### src/rtl/gpio_port_pkg.sv
package gpio_port_pkg;
  localparam int SEL_W = 4;

  typedef enum logic [SEL_W-1:0] {
    SEL_DATA    = 4'd0,
    SEL_SET     = 4'd1,
    SEL_CLR     = 4'd2,
    SEL_TGL     = 4'd3,
    SEL_DIR     = 4'd4,
    SEL_IEN_SET = 4'd5,
    SEL_IEN_CLR = 4'd6,
    SEL_EDGE    = 4'd7,
    SEL_BOTH    = 4'd8
  } gpio_sel_e;
endpackage

### src/rtl/gpio_regs.sv
module gpio_regs
  import gpio_port_pkg::*;
#(
  parameter int NPIN = 16
) (
  input  logic             clk,
  input  logic             rst_n,
  input  logic             wr_en,
  input  logic [SEL_W-1:0] wr_sel,
  input  logic [NPIN-1:0]  wr_data,
  output logic [NPIN-1:0]  data_q,
  output logic [NPIN-1:0]  dir_q,
  output logic [NPIN-1:0]  ien_q,
  output logic [NPIN-1:0]  edge_q,
  output logic [NPIN-1:0]  both_q,
  output logic [NPIN-1:0]  flag_clr
);
  logic [NPIN-1:0] data_d, dir_d, ien_d, edge_d, both_d;

  always_comb begin
    data_d = data_q;
    dir_d  = dir_q;
    ien_d  = ien_q;
    edge_d = edge_q;
    both_d = both_q;
    if (wr_en) begin
      case (wr_sel)
        SEL_DATA:    data_d = wr_data;
        SEL_SET:     data_d = data_q | wr_data;
        SEL_CLR:     data_d = data_q & ~wr_data;
        SEL_TGL:     data_d = data_q ^ wr_data;
        SEL_DIR:     dir_d  = wr_data;
        SEL_IEN_SET: ien_d  = ien_q | wr_data;
        SEL_IEN_CLR: ien_d  = ien_q & ~wr_data;
        SEL_EDGE:    edge_d = wr_data;
        SEL_BOTH:    both_d = wr_data;
        default:     ;
      endcase
    end
  end

  assign flag_clr = (wr_en && wr_sel == SEL_CLR) ? wr_data : '0;

  always_ff @(posedge clk or negedge rst_n) begin
    if (!rst_n) begin
      data_q <= '0;
      dir_q  <= '0;
      ien_q  <= '0;
      edge_q <= '0;
      both_q <= '0;
    end else begin
      data_q <= data_d;
      dir_q  <= dir_d;
      ien_q  <= ien_d;
      edge_q <= edge_d;
      both_q <= both_d;
    end
  end
endmodule

### src/rtl/gpio_sync.sv
module gpio_sync #(
  parameter int NPIN   = 16,
  parameter int STAGES = 2
) (
  input  logic            clk,
  input  logic            rst_n,
  input  logic [NPIN-1:0] async_in,
  output logic [NPIN-1:0] sync_out
);
  localparam int LAST = STAGES - 1;

  for (genvar p = 0; p < NPIN; p++) begin : g_pin
    logic [LAST:0] chain;
    always_ff @(posedge clk or negedge rst_n) begin
      if (!rst_n) chain <= '0;
      else if (STAGES == 1) chain <= async_in[p];
      else chain <= {chain[LAST-1:0], async_in[p]};
    end
    assign sync_out[p] = chain[LAST];
  end
endmodule

### src/rtl/gpio_detect.sv
module gpio_detect #(
  parameter int NPIN = 16
) (
  input  logic            clk,
  input  logic            rst_n,
  input  logic [NPIN-1:0] src,
  input  logic [NPIN-1:0] edge_mode,
  input  logic [NPIN-1:0] both_edges,
  input  logic [NPIN-1:0] flag_clr,
  output logic [NPIN-1:0] active
);
  for (genvar p = 0; p < NPIN; p++) begin : g_pin
    logic prev_q, flag_q, hit, flag_d;

    assign hit    = (src[p] & ~prev_q) | (both_edges[p] & ~src[p] & prev_q);
    assign flag_d = edge_mode[p] & (hit | (flag_q & ~flag_clr[p]));

    always_ff @(posedge clk or negedge rst_n) begin
      if (!rst_n) begin
        prev_q <= 1'b0;
        flag_q <= 1'b0;
      end else begin
        prev_q <= src[p];
        flag_q <= flag_d;
      end
    end

    assign active[p] = edge_mode[p] ? flag_q : src[p];
  end
endmodule

### src/rtl/gpio_port.sv
module gpio_port
  import gpio_port_pkg::*;
#(
  parameter int NPIN = 16
) (
  input  logic             clk,
  input  logic             rst_n,
  input  logic             wr_en,
  input  logic [SEL_W-1:0] wr_sel,
  input  logic [NPIN-1:0]  wr_data,
  input  logic [NPIN-1:0]  pad_in,
  output logic [NPIN-1:0]  pad_out,
  output logic [NPIN-1:0]  pad_oe,
  output logic [NPIN-1:0]  pin_val,
  output logic             irq
);
  logic [NPIN-1:0] data_q, dir_q, ien_q, edge_q, both_q, flag_clr;
  logic [NPIN-1:0] in_sync, src, active;

  gpio_regs #(.NPIN(NPIN)) u_regs (
    .clk(clk), .rst_n(rst_n), .wr_en(wr_en), .wr_sel(wr_sel), .wr_data(wr_data),
    .data_q(data_q), .dir_q(dir_q), .ien_q(ien_q), .edge_q(edge_q),
    .both_q(both_q), .flag_clr(flag_clr)
  );

  gpio_sync #(.NPIN(NPIN), .STAGES(2)) u_sync (
    .clk(clk), .rst_n(rst_n), .async_in(pad_in), .sync_out(in_sync)
  );

  assign src = (dir_q & data_q) | (~dir_q & in_sync);

  gpio_detect #(.NPIN(NPIN)) u_det (
    .clk(clk), .rst_n(rst_n), .src(src), .edge_mode(edge_q),
    .both_edges(both_q), .flag_clr(flag_clr), .active(active)
  );

  assign pad_out = data_q;
  assign pad_oe  = dir_q;
  assign pin_val = src;
  assign irq     = |(ien_q & active);
endmodule

### config.mk
export PLATFORM = sky130hd
export DESIGN_NAME = gpio_port
export DESIGN_NICKNAME = d
export VERILOG_FILES = /design/src/rtl/gpio_port_pkg.sv /design/src/rtl/gpio_regs.sv /design/src/rtl/gpio_sync.sv /design/src/rtl/gpio_detect.sv /design/src/rtl/gpio_port.sv
export SDC_FILE = /design/constraint.sdc
export NUM_CORES = 1
export LEC_CHECK = 0
export ABC_AREA = 1
export CAP_MARGIN = 20
export CORE_UTILIZATION = 50
export DETAILED_ROUTE_END_ITERATION = 6
export DONT_BUFFER_PORTS = 1
export PLACE_DENSITY_LB_ADDON = 0.15
export SLEW_MARGIN = 20
export SYNTH_ARGS = -nofsm -noshare
export SYNTH_HDL_FRONTEND = slang
export SYNTH_SLANG_ARGS = --single-unit
### constraint.sdc
create_clock -name clk -period 3 [get_ports clk]
set_input_delay 0.3 -clock clk [delete_from_list [all_inputs] [get_ports clk]]
set_output_delay 0.3 -clock clk [all_outputs]
set_load 0.02 [all_outputs]
==> impl_table.tex <==
\begin{tabular}{lr}
\hline
Metric & Value \\
\hline
\multicolumn{2}{l}{\textbf{Clocking}} \\
Clock net sink count & 144 \\
Post-CTS Repair Setup Buffers & 0 \\
Cell chosen for the clock root & sky130\_fd\_sc\_hd\_\_clkbuf\_16 \\
CTS buffer count & 17 \\
Count of instances resized after the clock tree is built & 0 \\
Clk pin slew, worst setup/hold paths & 0.06 ns \\
CTS tree & done \\
Clock latency on the worst-skew pair & 0.43 ns \\
Maximum level of the CTS H-tree & 4 \\
Worst-case clock buffer depth & 2 \\
Hold-fix buffers at CTS & 16 \\
\multicolumn{2}{l}{\textbf{STA}} \\
Final critical-path required period & 2.02 ns \\
Tightest slew margin relative to the limit & 0.490 \\
Worst hold slack & -0.434 ns \\
Hold Fails Final Rpt & 144 \\
Total Negative Setup Slacks & 0 ns \\
Count of final setup violators & 0 \\
Maximum achievable frequency & 0.495 GHz \\
Final critical-path share of the clock period & 0.674 \\
Tightest Pin Transition & 0.760 ns \\
Setup Skew & 0.00594 ns \\
Final Max Slew Viols & 0 \\
RSZ-0062 raised after global routing & no \\
\multicolumn{2}{l}{\textbf{Global route}} \\
Total global routing track utilization & 0.232 \\
Number of antenna violations at the first check in global routing & 0 \\
Wire length of the first global-routing pass & 25400 um \\
Vias in the first global route & 5194 \\
Maximum number of pins on one net before global-route repair & 145 \\
Remaining global-route overflow & 0 \\
\multicolumn{2}{l}{\textbf{Synth}} \\
Most instantiated flip-flop cell in the synthesis netlist & sky130\_fd\_sc\_hd\_\_dfrtp\_1 \\
Syn Inst Count & 793 \\
Register bit total from synthesis & 144 \\
Number of different library cells in the post-synthesis netlist & 31 \\
Async set or reset register ratio after synthesis & 1.00 \\
Synthesized netlist net count & 864 \\
Ys Warns & 0 \\
Syn avg cell area & 8.74 um\^{}2 \\
Share of the yosys chip area belonging to registers & 0.520 \\
Synthesized cell area & 0.00693 mm\^{}2 \\
Count of flip-flops with a built-in enable after synthesis & 0 \\
\multicolumn{2}{l}{\textbf{Floorplanning}} \\
Cell Rows & 42 \\
Die Footprint & 0.0143 mm\^{}2 \\
I/O pin count & 88 \\
Die W & 120 um \\
Core region area & 0.0134 mm\^{}2 \\
Die H & 120 um \\
Starting density of the core & 0.517 \\
\multicolumn{2}{l}{\textbf{Run status}} \\
Violations in the final reports & negative hold slack \\
Status & complete, but fails checks \\
\multicolumn{2}{l}{\textbf{Setup path}} \\
Cells on worst reg2reg path & 6 \\
CP Data Required Time & 2.70 ns \\
Crit path kind & flop to output pin \\
Endpoint type of the worst setup path & output pin \\
Endpoint of the worst-slack reg-to-reg timing path & u\_regs.data\_q[15] \\
Worst Path Arrival & 1.72 ns \\
Worst r2r src & u\_regs.data\_q[15] \\
Max Fanout on Critical Path & 4 \\
Nature of the critical path startpoint & flop \\
Worst R2R Setup Slack & 1.61 ns \\
\multicolumn{2}{l}{\textbf{Placed design}} \\
GPL Wtd Cong & 0.793 \\
Placed wire-length estimate & 9590 um \\
PortBufs & 0 \\
\multicolumn{2}{l}{\textbf{Detailed routing}} \\
Drt via density & 5.13 \\
DRC violations left & 0 \\
DRT antenna net count & 0 \\
DR vias & 5129 \\
Sum of routed wire length over all layers & 15000 um \\
Detailed router's first-iteration violation count & 387 \\
Number of detailed-route iterations in the first pass & 4 \\
Drt wl/cell & 15.0 um \\
\multicolumn{2}{l}{\textbf{Finish}} \\
Antenna diodes & 0 \\
Most common library cell in the layout ignoring fill and taps & sky130\_fd\_sc\_hd\_\_nand2\_1 \\
Fraction of the core area covered by cells at the end of the flow & 0.583 \\
Share of post-route cells with drive strength above 1 & 0.103 \\
Commonest cells after routing, fill and taps aside & 252 x sky130\_fd\_sc\_hd\_\_nand2\_1, 144 x sky130\_fd\_sc\_hd\_\_dfrtp\_1, 103 x sky130\_fd\_sc\_hd\_\_inv\_1, 38 x sky130\_fd\_sc\_hd\_\_o21ai\_1, 36 x sky130\_fd\_sc\_hd\_\_o21ai\_0 \\
Area growth from synthesis to layout & 12.6\% \\
Final net count & 882 \\
\multicolumn{2}{l}{\textbf{Power and ir drop}} \\
Leakage Power & 3.90 nW \\
Max rail drop VDD & 0.570 mV \\
Power per cell area & 743 mW/mm\^{}2 \\
Total power after layout & 5.80 mW \\
\multicolumn{2}{l}{\textbf{Min path}} \\
Worst hold-check path type & input pin to async pin \\
\multicolumn{2}{l}{\textbf{Job}} \\
Number of max-cap violations & 0 \\
\hline
\end{tabular}
==> how the worst max path moves through the flow <==
stage                                  to  slack (ns)        startpoint  depth (start not counted)
after floorplan                       irq        1.66  u_regs.dir_q[14]                          9
after global placement               flop        1.30         wr_sel[0]                          5
after detailed placement  u_regs.dir_q[3]        1.27         wr_sel[0]                          4
after CTS                             irq        0.93   u_regs.dir_q[0]                          7
after global routing                  irq        0.80  u_regs.dir_q[11]                          9
final                                 irq        0.98   u_regs.dir_q[0]                          7
==> worst max-delay path: stages, from the launching register on <==
cell and delay [ns]:
sky130_fd_sc_hd__dfrtp_1 0.50, sky130_fd_sc_hd__inv_1 0.08, sky130_fd_sc_hd__nand2_1 0.08, sky130_fd_sc_hd__nand3_1 0.07
sky130_fd_sc_hd__nand2_1 0.09, sky130_fd_sc_hd__nand4_1 0.17, sky130_fd_sc_hd__nor2_1 0.12, sky130_fd_sc_hd__nand2_1 0.18
==> report_power, final <==
group          switching, mW  internal [mW]  total [mW]  leakage (nW)
clock network          0.807           1.36        2.17         0.302
logic                  0.619          0.379       0.998          1.83
registers              0.357           2.28        2.63          1.77
==> stage by stage <==
stage                     worst slack, ns  instances  cell area (um^2)  hold WS [ns]
after detailed placement             1.27        952              7040        0.0102
after CTS                           0.933       1000              7810        -0.461
final                               0.978       1000              7810        -0.434
after floorplan                      1.66        793              6930       0.00441
after global routing                0.804       1000              7810        -0.454
after global placement               1.30        952              7040       0.00868
==> cell usage after synthesis, types with 2 or more instances <==
cell type,instances,share of area
sky130_fd_sc_hd__buf_2,6,0.0043
sky130_fd_sc_hd__nand2_1,252,0.14
sky130_fd_sc_hd__o21ai_2,24,0.030
sky130_fd_sc_hd__nand2_2,2,0.0018
sky130_fd_sc_hd__nor2_4,2,0.0032
sky130_fd_sc_hd__o21a_1,17,0.018
sky130_fd_sc_hd__nand2_4,4,0.0065
sky130_fd_sc_hd__nand3_1,31,0.022
sky130_fd_sc_hd__inv_1,103,0.056
sky130_fd_sc_hd__inv_2,4,0.0022
sky130_fd_sc_hd__a21oi_1,22,0.016
sky130_fd_sc_hd__o21ai_0,36,0.026
sky130_fd_sc_hd__ha_1,32,0.058
sky130_fd_sc_hd__a21oi_2,10,0.013
sky130_fd_sc_hd__and2_1,16,0.014
sky130_fd_sc_hd__o21ai_1,38,0.027
sky130_fd_sc_hd__clkbuf_1,5,0.0027
sky130_fd_sc_hd__dfrtp_1,144,0.52
sky130_fd_sc_hd__buf_6,4,0.0065
sky130_fd_sc_hd__nor2_1,29,0.016
sky130_fd_sc_hd__nor2_8,2,0.0058
==> per-layer routing <==
layer	vias up	track usage	wire, um
met5	-	0	0
met4	0	0.105	233
met3	18	0.0703	831
met2	112	0.383	7420
met1	2468	0.278	6520
li1	2531	-	-
==> cells by family after synthesis <==
family / Yosys count / synth area share
simple gates: 342 / 0.212
fa+ha+maj: 32 / 0.0578
compound gates: 149 / 0.134
flops: 144 / 0.520
buf+inv: 126 / 0.0765
==> layout make-up <==
type                       count  area (um^2)
sequential                   144         3600
timing repair buffer          18          175
fill                        1177         5590
inverter                     107          402
tap                          176          220
multi-input combinational    523         2800
clock inverter                11          136
clock buffer                  21          470
(Power assumes the default switching activity.)
